$ cat src/rtl/intEntryPkg.sv
package intEntryPkg;

  typedef enum logic [3:0] {
    ST_IDLE, ST_PCL, ST_PCH, ST_X, ST_A, ST_CC,
    ST_MASK, ST_RDHI, ST_RDLO, ST_CAPLO, ST_LOAD
  } entryState_t;

  typedef enum logic [2:0] {
    SEL_PCL, SEL_PCH, SEL_X, SEL_A, SEL_CC
  } pushSel_t;

  typedef struct packed {
    logic     latch;
    logic     push;
    pushSel_t sel;
    logic     setMask;
    logic     rdVec;
    logic     rdLo;
    logic     capHi;
    logic     capLo;
    logic     done;
  } strobe_t;

endpackage

$ cat src/rtl/intEntryCtrl.sv
module intEntryCtrl
  import intEntryPkg::*;
(
  input  logic       clk,
  input  logic       rstN,
  input  logic [1:0] pendIn,
  input  logic       maskFlag,
  output strobe_t    stb,
  output logic       busy
);

  entryState_t state, nextState;
  logic        start;

  assign start = (|pendIn) && !maskFlag;

  always_ff @(posedge clk or negedge rstN) begin
    if (!rstN) state <= ST_IDLE;
    else       state <= nextState;
  end

  always_comb begin
    nextState = state;
    unique case (state)
      ST_IDLE:  if (start) nextState = ST_PCL;
      ST_PCL:   nextState = ST_PCH;
      ST_PCH:   nextState = ST_X;
      ST_X:     nextState = ST_A;
      ST_A:     nextState = ST_CC;
      ST_CC:    nextState = ST_MASK;
      ST_MASK:  nextState = ST_RDHI;
      ST_RDHI:  nextState = ST_RDLO;
      ST_RDLO:  nextState = ST_CAPLO;
      ST_CAPLO: nextState = ST_LOAD;
      ST_LOAD:  nextState = ST_IDLE;
      default:  nextState = ST_IDLE;
    endcase
  end

  always_comb begin
    stb = '0;
    stb.sel = SEL_PCL;
    unique case (state)
      ST_IDLE:  stb.latch = start;
      ST_PCL:   begin stb.push = 1'b1; stb.sel = SEL_PCL; end
      ST_PCH:   begin stb.push = 1'b1; stb.sel = SEL_PCH; end
      ST_X:     begin stb.push = 1'b1; stb.sel = SEL_X;   end
      ST_A:     begin stb.push = 1'b1; stb.sel = SEL_A;   end
      ST_CC:    begin stb.push = 1'b1; stb.sel = SEL_CC;  end
      ST_MASK:  stb.setMask = 1'b1;
      ST_RDHI:  stb.rdVec = 1'b1;
      ST_RDLO:  begin stb.rdVec = 1'b1; stb.rdLo = 1'b1; stb.capHi = 1'b1; end
      ST_CAPLO: stb.capLo = 1'b1;
      ST_LOAD:  stb.done = 1'b1;
      default:  stb = '0;
    endcase
  end

  assign busy = (state != ST_IDLE);

endmodule

$ cat src/rtl/intEntryPath.sv
module intEntryPath
  import intEntryPkg::*;
#(
  parameter int DATA_W = 8,
  parameter int MASK_BIT = 3,
  parameter logic [DATA_W-1:0] STACK_PAGE = '0,
  parameter logic [2*DATA_W-1:0] VEC_EXT = 16'hFFFA,
  parameter logic [2*DATA_W-1:0] VEC_TMR = 16'hFFF8
) (
  input  logic                clk,
  input  logic                rstN,
  input  strobe_t             stb,
  input  logic                extReq,
  input  logic [2*DATA_W-1:0] pcIn,
  input  logic [DATA_W-1:0]   xIn,
  input  logic [DATA_W-1:0]   aIn,
  input  logic [DATA_W-1:0]   ccIn,
  input  logic [DATA_W-1:0]   spIn,
  input  logic [DATA_W-1:0]   memRdData,
  output logic [2*DATA_W-1:0] memAddr,
  output logic [DATA_W-1:0]   memWrData,
  output logic [2*DATA_W-1:0] pcOut,
  output logic [DATA_W-1:0]   ccOut,
  output logic [DATA_W-1:0]   spOut,
  output logic                clrExt
);

  localparam int ADDR_W = 2 * DATA_W;

  logic [ADDR_W-1:0] pcR, vecBase;
  logic [DATA_W-1:0] xR, aR, ccR, spR, vecHi;
  logic              srcExt;

  always_ff @(posedge clk or negedge rstN) begin
    if (!rstN) begin
      pcR <= '0; xR <= '0; aR <= '0; ccR <= '0; spR <= '0;
      srcExt <= 1'b0; vecHi <= '0; pcOut <= '0;
    end else begin
      if (stb.latch) begin
        pcR <= pcIn; xR <= xIn; aR <= aIn; ccR <= ccIn; spR <= spIn;
        srcExt <= extReq;
      end
      if (stb.push)    spR <= spR - 1'b1;
      if (stb.setMask) ccR[MASK_BIT] <= 1'b1;
      if (stb.capHi)   vecHi <= memRdData;
      if (stb.capLo)   pcOut <= {vecHi, memRdData};
    end
  end

  assign vecBase = srcExt ? VEC_EXT : VEC_TMR;

  always_comb begin
    unique case (stb.sel)
      SEL_PCL: memWrData = pcR[DATA_W-1:0];
      SEL_PCH: memWrData = pcR[ADDR_W-1:DATA_W];
      SEL_X:   memWrData = xR;
      SEL_A:   memWrData = aR;
      SEL_CC:  memWrData = ccR;
      default: memWrData = '0;
    endcase
  end

  always_comb begin
    if (stb.push)       memAddr = {STACK_PAGE, spR};
    else if (stb.rdVec) memAddr = vecBase + {{(ADDR_W-1){1'b0}}, stb.rdLo};
    else                memAddr = '0;
  end

  assign ccOut  = ccR;
  assign spOut  = spR;
  assign clrExt = stb.done & srcExt;

endmodule

$ cat src/rtl/intEntry.sv
module intEntry
  import intEntryPkg::*;
#(
  parameter int DATA_W = 8,
  parameter int MASK_BIT = 3,
  parameter logic [DATA_W-1:0] STACK_PAGE = '0,
  parameter logic [2*DATA_W-1:0] VEC_EXT = 16'hFFFA,
  parameter logic [2*DATA_W-1:0] VEC_TMR = 16'hFFF8
) (
  input  logic                clk,
  input  logic                rstN,
  input  logic [1:0]          pendIn,
  input  logic [2*DATA_W-1:0] pcIn,
  input  logic [DATA_W-1:0]   xIn,
  input  logic [DATA_W-1:0]   aIn,
  input  logic [DATA_W-1:0]   ccIn,
  input  logic [DATA_W-1:0]   spIn,
  input  logic [DATA_W-1:0]   memRdData,
  output logic                busy,
  output logic                done,
  output logic                memWrEn,
  output logic                memRdEn,
  output logic [2*DATA_W-1:0] memAddr,
  output logic [DATA_W-1:0]   memWrData,
  output logic [2*DATA_W-1:0] pcOut,
  output logic [DATA_W-1:0]   ccOut,
  output logic [DATA_W-1:0]   spOut,
  output logic                clrExt
);

  strobe_t stb;

  intEntryCtrl i_ctrl (
    .clk(clk), .rstN(rstN), .pendIn(pendIn), .maskFlag(ccIn[MASK_BIT]),
    .stb(stb), .busy(busy)
  );

  intEntryPath #(
    .DATA_W(DATA_W), .MASK_BIT(MASK_BIT), .STACK_PAGE(STACK_PAGE),
    .VEC_EXT(VEC_EXT), .VEC_TMR(VEC_TMR)
  ) i_path (
    .clk(clk), .rstN(rstN), .stb(stb), .extReq(pendIn[0]),
    .pcIn(pcIn), .xIn(xIn), .aIn(aIn), .ccIn(ccIn), .spIn(spIn),
    .memRdData(memRdData), .memAddr(memAddr), .memWrData(memWrData),
    .pcOut(pcOut), .ccOut(ccOut), .spOut(spOut), .clrExt(clrExt)
  );

  assign memWrEn = stb.push;
  assign memRdEn = stb.rdVec;
  assign done    = stb.done;

endmodule

$ cat config.mk
export PLATFORM = sky130hd
export DESIGN_NAME = intEntry
export DESIGN_NICKNAME = d
export VERILOG_FILES = /design/src/rtl/intEntryPkg.sv /design/src/rtl/intEntryCtrl.sv /design/src/rtl/intEntryPath.sv /design/src/rtl/intEntry.sv
export SDC_FILE = /design/constraint.sdc
export NUM_CORES = 1
export LEC_CHECK = 0
export BUFFER_PORTS_ARGS = -buffer_cell sky130_fd_sc_hd__clkbuf_2
export CORE_MARGIN = 2
export CORE_UTILIZATION = 47
export CTS_CLUSTER_DIAMETER = 40
export DETAILED_ROUTE_END_ITERATION = 8
export PLACE_DENSITY = 0.75
export SLEW_MARGIN = 25
export SYNTH_ARGS = -nofsm -noshare
export SYNTH_HDL_FRONTEND = slang
export SYNTH_SLANG_ARGS = --single-unit
export TNS_END_PERCENT = 30
$ cat constraint.sdc
create_clock -name clk -period 2.4 [get_ports clk]
set_input_delay 0.48 -clock clk [delete_from_list [all_inputs] [get_ports clk]]
set_output_delay 0.48 -clock clk [all_outputs]
set_load 0.02 [all_outputs]
# Word-level counts from Yosys, hierarchy flattened

Index checks and enable logic that the tools add are counted.

Word-level logic and storage cells: 54
Bits in latches: 0
Memories: 0
Bits in registers: 77
Bits of input ports: 60
Bits in writable memories: 0
Output and inout bits: 61
Memory bits (read-only): 0

Divide/modulo/power cells: 0
Bitwise operators: 1
Multipliers: 0
Magnitude comparators: 0
Muxes and demuxes: 17
Add/subtract/negate cells: 2
Reductions and logical operators: 9
Shift operators: 0
Equal/unequal tests: 15

Operators with widths:

| kind                | number |
|---|---|
| $pmux 4 s10         | 1 |
| $pmux 8 s5          | 1 |
| $mux 16             | 2 |
| $pmux 4 s5          | 1 |
| $add 16x1->16       | 1 |
| $eq 4x3->1 const B  | 4 |
| $mux 8              | 2 |
| $eq 4x4->1 const B  | 3 |
| $eq 4x2->1 const B  | 2 |
| $mux 4              | 2 |
| $sub 8x1->8 const B | 1 |
| $eq 3x2->1 const B  | 2 |
| $mux 1              | 6 |
| $eq 4x1->1 const B  | 1 |
| $logic_not 4->1     | 1 |
| $mux 2              | 2 |
| $reduce_bool 2->1   | 2 |
| $reduce_bool 4->1   | 1 |
| $reduce_or 2->1     | 2 |
| $eq 3x1->1 const B  | 1 |
| $eq 3x3->1 const B  | 1 |
| $logic_not 3->1     | 1 |
| $ne 2x1->1 const B  | 1 |
| $and 1x1->1         | 1 |
| 2 further kinds     | 2 |

# Depth between registers and ports, before layout

Depth in word-level cells: 5
Mapped depth: 8
Mapped depth without buffers: 6

# Cells and area by module

From an unflattened synthesis, not the netlist that was laid out.

Cell total of the unflattened synthesis: 299
Area total of the unflattened synthesis: 3656.0 um2

By module, submodules not included:

| module       | area an instance (um2) | seq. area each (um2) | cells each | times used |
|---|---|---|---|---|
| intEntryPath | 3334.4                 | 1826.8               | 262        | 1 |
| intEntryCtrl | 321.6                  | 100.1                | 37         | 1 |

# Worst setup path after synthesis

Ideal clock, no wire load.

Kind: register to output
Start: reg i_ctrl.state[1]
End: out memWrData[0]
Buffers on the path: 1
Cell stages (with the launch flop): 6
Required time: 1920 ps
Setup slack: 78 ps
Data arrival time: 1842 ps
Path through: dfrtp_1 > buf_2 > nor3b_1 > a22o_1 > a221oi_1 > o21ai_0

Cells in the longest elaborated chain, start to end: 4
Elaborated cells between the ends (all ways): 12
Classes of those cells: 9 x eq/ne; 2 x mux; 1 x reduce/logical

RTL lines:

| element                                  | RTL line           | RTL |
|---|---|---|
| from (decl)                              | intEntryCtrl.sv:12 | `entryState_t state, nextState;` |
| from (signal assigned)                   | intEntryCtrl.sv:19 | `else state <= nextState;` |
| $eq 4x3->1, or another cell as far along | intEntryCtrl.sv:43 | `unique case (state)` |
| $pmux 4 s5 *                             | intEntryCtrl.sv:43 |  |
| $eq 3x3->1, or another cell as far along | intEntryPath.sv:53 | `unique case (stb.sel)` |
| $pmux 8 s5 *                             | intEntryPath.sv:53 |  |
| to (decl)                                | intEntry.sv:24     | `output logic [DATA_W-1:0] memWrData,` |

Mark *: on every way between the ends. The rest lies on a longest branch, timed or not.

# Worst setup path in the final report

Start: reg i_ctrl.state[2]
End: out memWrData[4]

Same word-level chain as after synthesis.

==> impl_table.tex <==
\begin{tabular}{lr}
\hline
Metric & Value \\
\hline
\multicolumn{2}{l}{\textbf{Outcome}} \\
\quad Run status & finished clean \\
\multicolumn{2}{l}{\textbf{Clocking}} \\
\quad Clock-pin slew on the worst setup and hold paths & 0.08 ns \\
\quad TritonCTS clock tree & yes \\
\quad Clock tree root buffer cell & clkbuf\_8 \\
\quad H-tree levels & 3 \\
\quad Latest clock arrival within the worst-skew pair & 0.34 ns \\
\quad Clock sinks & 77 \\
\quad Clock tree buffer depth & 2 \\
\quad Number of buffers created by CTS & 9 \\
\multicolumn{2}{l}{\textbf{Synthesis}} \\
\quad Share of the yosys chip area belonging to registers & 53.40\% \\
\quad Avg Synthesized Cell Area & 9.700 um\^{}2 \\
\quad Synth Net Count & 433 \\
\quad Most common flop cell mapped by yosys & dfrtp\_1 \\
\quad Proportion of netlist area held by the largest area contributor & 53.40\% \\
\quad Number of flops mapped to enable cells by yosys & 0 \\
\quad Summed instance area of the synthesized netlist & 3608 um\^{}2 \\
\quad Post-synthesis cell type with the largest combined area & dfrtp\_1 \\
\quad Most used standard cells in the synthesized netlist & 139 x nand2\_1, 77 x dfrtp\_1, 28 x mux2\_2, 11 x buf\_2, 11 x nor2\_1 \\
\quad Cell with the most instances after synthesis & nand2\_1 \\
\quad Asr flop ratio synth & 100.0\% \\
\quad Post-Synthesis Cells & 372 \\
\quad Post-synth cell types & 43 \\
\quad Top cells by area, synth & dfrtp\_1 53\%, nand2\_1 14\%, mux2\_2 8.7\%, a22o\_1 1.9\%, a221oi\_1 1.7\% \\
\quad Synthesis Warnings & 0 \\
\quad Number of synthesized register bits & 77 \\
\multicolumn{2}{l}{\textbf{Setup path}} \\
\quad Critical Path Source Type & register \\
\quad R2R depth & 7 \\
\quad Maximum cell stage delay along the critical path & 0.40 ns \\
\quad Series of cell instances along the critical path & buf\_6, and3b\_2, a22o\_1, a221oi\_1, o21ai\_1, buf\_2 \\
\quad CP max-delay cell & dfrtp\_1 \\
\quad Req. time, crit path & 1.92 ns \\
\quad Kind of critical path & register to output port \\
\quad Register-to-register setup slack & 0.17 ns \\
\quad Maximum fanout count along the critical path & 16 \\
\quad Nature of the critical path endpoint & output port \\
\quad Worst path arrival time & 1.88 ns \\
\multicolumn{2}{l}{\textbf{Cells and area}} \\
\quad Footprint of the multi-input gates & 1559 um\^{}2 \\
\quad Number of fill cells & 636 \\
\quad Share of layout cells above drive strength 1 & 40.81\% \\
\quad Summed area of non-filler cells in the final layout & 4614 um\^{}2 \\
\quad Area overhead of the layout relative to synthesis & 27.88\% \\
\quad Fin nets & 551 \\
\quad Footprint of the flip-flops and latches & 1929 um\^{}2 \\
\quad Antenna Diode Count & 0 \\
\quad Cell Count, Final, Fillers Out & 594 \\
\multicolumn{2}{l}{\textbf{Placed design}} \\
\quad Total placed instance area & 4278 um\^{}2 \\
\quad Dpl hpwl & 6240 um \\
\quad Inst Count DP & 575 \\
\quad Worst setup timing slack at the placement stage & 0.09645 ns \\
\quad Final weighted congestion in routability-driven placement & 0.9605 \\
\quad Count of buffers from port buffering & 120 \\
\multicolumn{2}{l}{\textbf{STA}} \\
\quad Highest Clock Rate & 424.1 MHz \\
\quad Period utilisation layout & 98.26\% \\
\quad Min Hold Slack & 0.07684 ns \\
\quad Final setup violation count & 0 \\
\quad Setup TNS & 0 ns \\
\quad Worst-margin pin slew & 0.6019 ns \\
\quad Slew Limit Fails & 0 \\
\quad Setup slack after layout & 0.04188 ns \\
\quad Worst setup skew after layout & 0.01088 ns \\
\quad Minimum clock period after layout & 2.358 ns \\
\quad Final hold vios & 0 \\
\quad Slew HR & 59.79\% \\
\multicolumn{2}{l}{\textbf{Floorplanning}} \\
\quad Vert. Die Dim & 91.62 um \\
\quad Total die area & 8394 um\^{}2 \\
\quad Floorplan die width & 91.62 um \\
\quad Initial core utilization & 49.22\% \\
\quad Top Ports & 121 \\
\quad Standard-cell rows & 31 \\
\quad Area inside the core boundary & 7331 um\^{}2 \\
\multicolumn{2}{l}{\textbf{GRT}} \\
\quad Pin count of the biggest net entering global routing & 43 \\
\quad Wire length of the first global-routing pass & 14,390 um \\
\quad Grt ovf & 0 \\
\quad Vias in the first global route & 2,977 \\
\quad Initial antenna violation count & 0 \\
\quad Global-route usage over all layers & 21.83\% \\
\multicolumn{2}{l}{\textbf{Pwr}} \\
\quad Clock network fraction of total power & 13.4\% \\
\quad Standby leakage power & 0.002399 uW \\
\quad Power per Cell Area & 1567 nW/um\^{}2 \\
\quad Power share of the combinational group & 52.4\% \\
\quad Power spent charging and discharging nets & 3284 uW \\
\quad Worst vdd rail ir drop & 1.124 mV \\
\quad Switching share of power & 45.40\% \\
\quad Relative contribution of sequential cells to total power & 34.3\% \\
\quad Internal power of the cells & 3950 uW \\
\multicolumn{2}{l}{\textbf{Drt}} \\
\quad Initial detailed-routing violation count & 196 \\
\quad Post-detailed-route count of antenna-violating nets & 0 \\
\quad Number of remaining DRC errors & 0 \\
\quad Post-Route WL & 8916 um \\
\quad Via count & 3,075 \\
\quad Iteration count of the initial detailed-routing pass & 4 \\
\quad Number of vias per cell after detailed routing & 5.177 \\
\quad Per-cell routed wire length & 15.01 um \\
\multicolumn{2}{l}{\textbf{Job}} \\
\quad \# Max-Cap Violations & 0 \\
\multicolumn{2}{l}{\textbf{Hold path}} \\
\quad Worst Hold Class & input port to async pin \\
\hline
\end{tabular}
-- cells by family after synthesis --
group	Yosys count	synth area share (%)
adders and majority gates	1	0.3467
AOI/OAI and AO/OA	47	9.847
xor gates and xnor gates	3	0.7283
muxes	30	9.293
DFF	77	53.40
buffers and inverters	35	5.478
and+or+nand+nor	179	20.91
-- state kept, by name, indices dropped and copies added (netlist names) --
name           flops
i_path.spOut       8
i_path.vecHi       8
i_ctrl.state       4
i_path.pcR        16
i_path.srcExt      1
i_path.aR          8
i_path.ccOut       8
i_path.pcOut      16
i_path.xR          8
-- power by group through the flow --
stage                     Combinational [uW]  Clock (uW)  Sequential, uW
after global placement                  3470           0            2410
after floorplan                         2260           0            2620
after global routing                    4140        1060            2560
after detailed placement                3560           0            2450
final                                   3790         966            2480
after CTS                               3590         996            2430
-- routing by layer --
metal  up-vias  wire [um]  global-route usage [%]
li1       1484          -                       -
met2       119       4370                   35.48
met4         0        202                   7.576
met1      1456       3798                   29.28
met3        16        545                   4.355
met5         -          0                       0
-- path summary, 6_finish.rpt --
path	startpoint	end
setup / recovery	i_ctrl.state[2]$_DFFE_PN0P_	memWrData[4]
hold / removal	rstN	i_path.pcOut[5]$_DFFE_PN0P_
setup reg to reg	i_ctrl.state[1]$_DFFE_PN0P_	i_path.pcR[2]$_DFFE_PN0P_
hold reg to reg	i_path.pcR[12]$_DFFE_PN0P_	i_path.pcR[12]$_DFFE_PN0P_
max in group asynchronous	rstN	i_ctrl.state[0]$_DFFE_PN0P_
min in group clk	aIn[5]	i_path.aR[5]$_DFFE_PN0P_
-- worst max-delay path, delay by kind of cell, from the launching register on --
family | cells | cell delay [ns]
AO/OA/AOI/OAI | 3 | 0.53
flip-flops | 1 | 0.40
buffers and inverters | 2 | 0.34
AND/OR/NAND/NOR | 1 | 0.28
-- timing repair --
| action | 4_1_cts | 5_1_grt |
|---|---|---|
| setup buffers | 0 | 2 |
| hold buffers | 0 | 0 |
| cloned | 0 | 1 |
| setup endpoints to repair | 7 | 16 |
| resized for setup | 6 | 29 |
| pin swaps | 1 | 4 |
-- metrics by stage --
step / utilization (%) / total power [uW]
floorplan: - / 4875
global placement: 58.35 / 5888
detailed placement: 58.35 / 6014
CTS: 61.29 / 7020
global route: 62.95 / 7761
finish: 62.95 / 7233
-- area by class of cell --
class                      count  share of cell area (%)
clock inverter                 6                   1.546
clock buffer                  10                   2.766
inverter                       6                  0.4881
sequential                    77                   41.81
tap                           99                   2.684
multi-input combinational    260                   33.79
timing repair buffer         136                   16.92
-- cell usage in the layout, fill, tap and decap left out, types with 3 or more instances in the layout --
cell type | Yosys | final
clkbuf_8 | 0 | 9
o21ai_0 | 10 | 3
a21oi_1 | 5 | 5
mux2_2 | 28 | 28
dfrtp_1 | 77 | 75
clkbuf_2 | 0 | 114
buf_4 | 8 | 11
o21ai_1 | 0 | 7
buf_2 | 11 | 5
a221oi_2 | 0 | 6
inv_1 | 6 | 6
nand3_1 | 3 | 3
o221a_2 | 4 | 4
a22o_1 | 8 | 8
nor2_1 | 11 | 9
nand2_1 | 139 | 139
nor3_1 | 5 | 5
No activity file was read; power rests on OpenSTA's default activity.
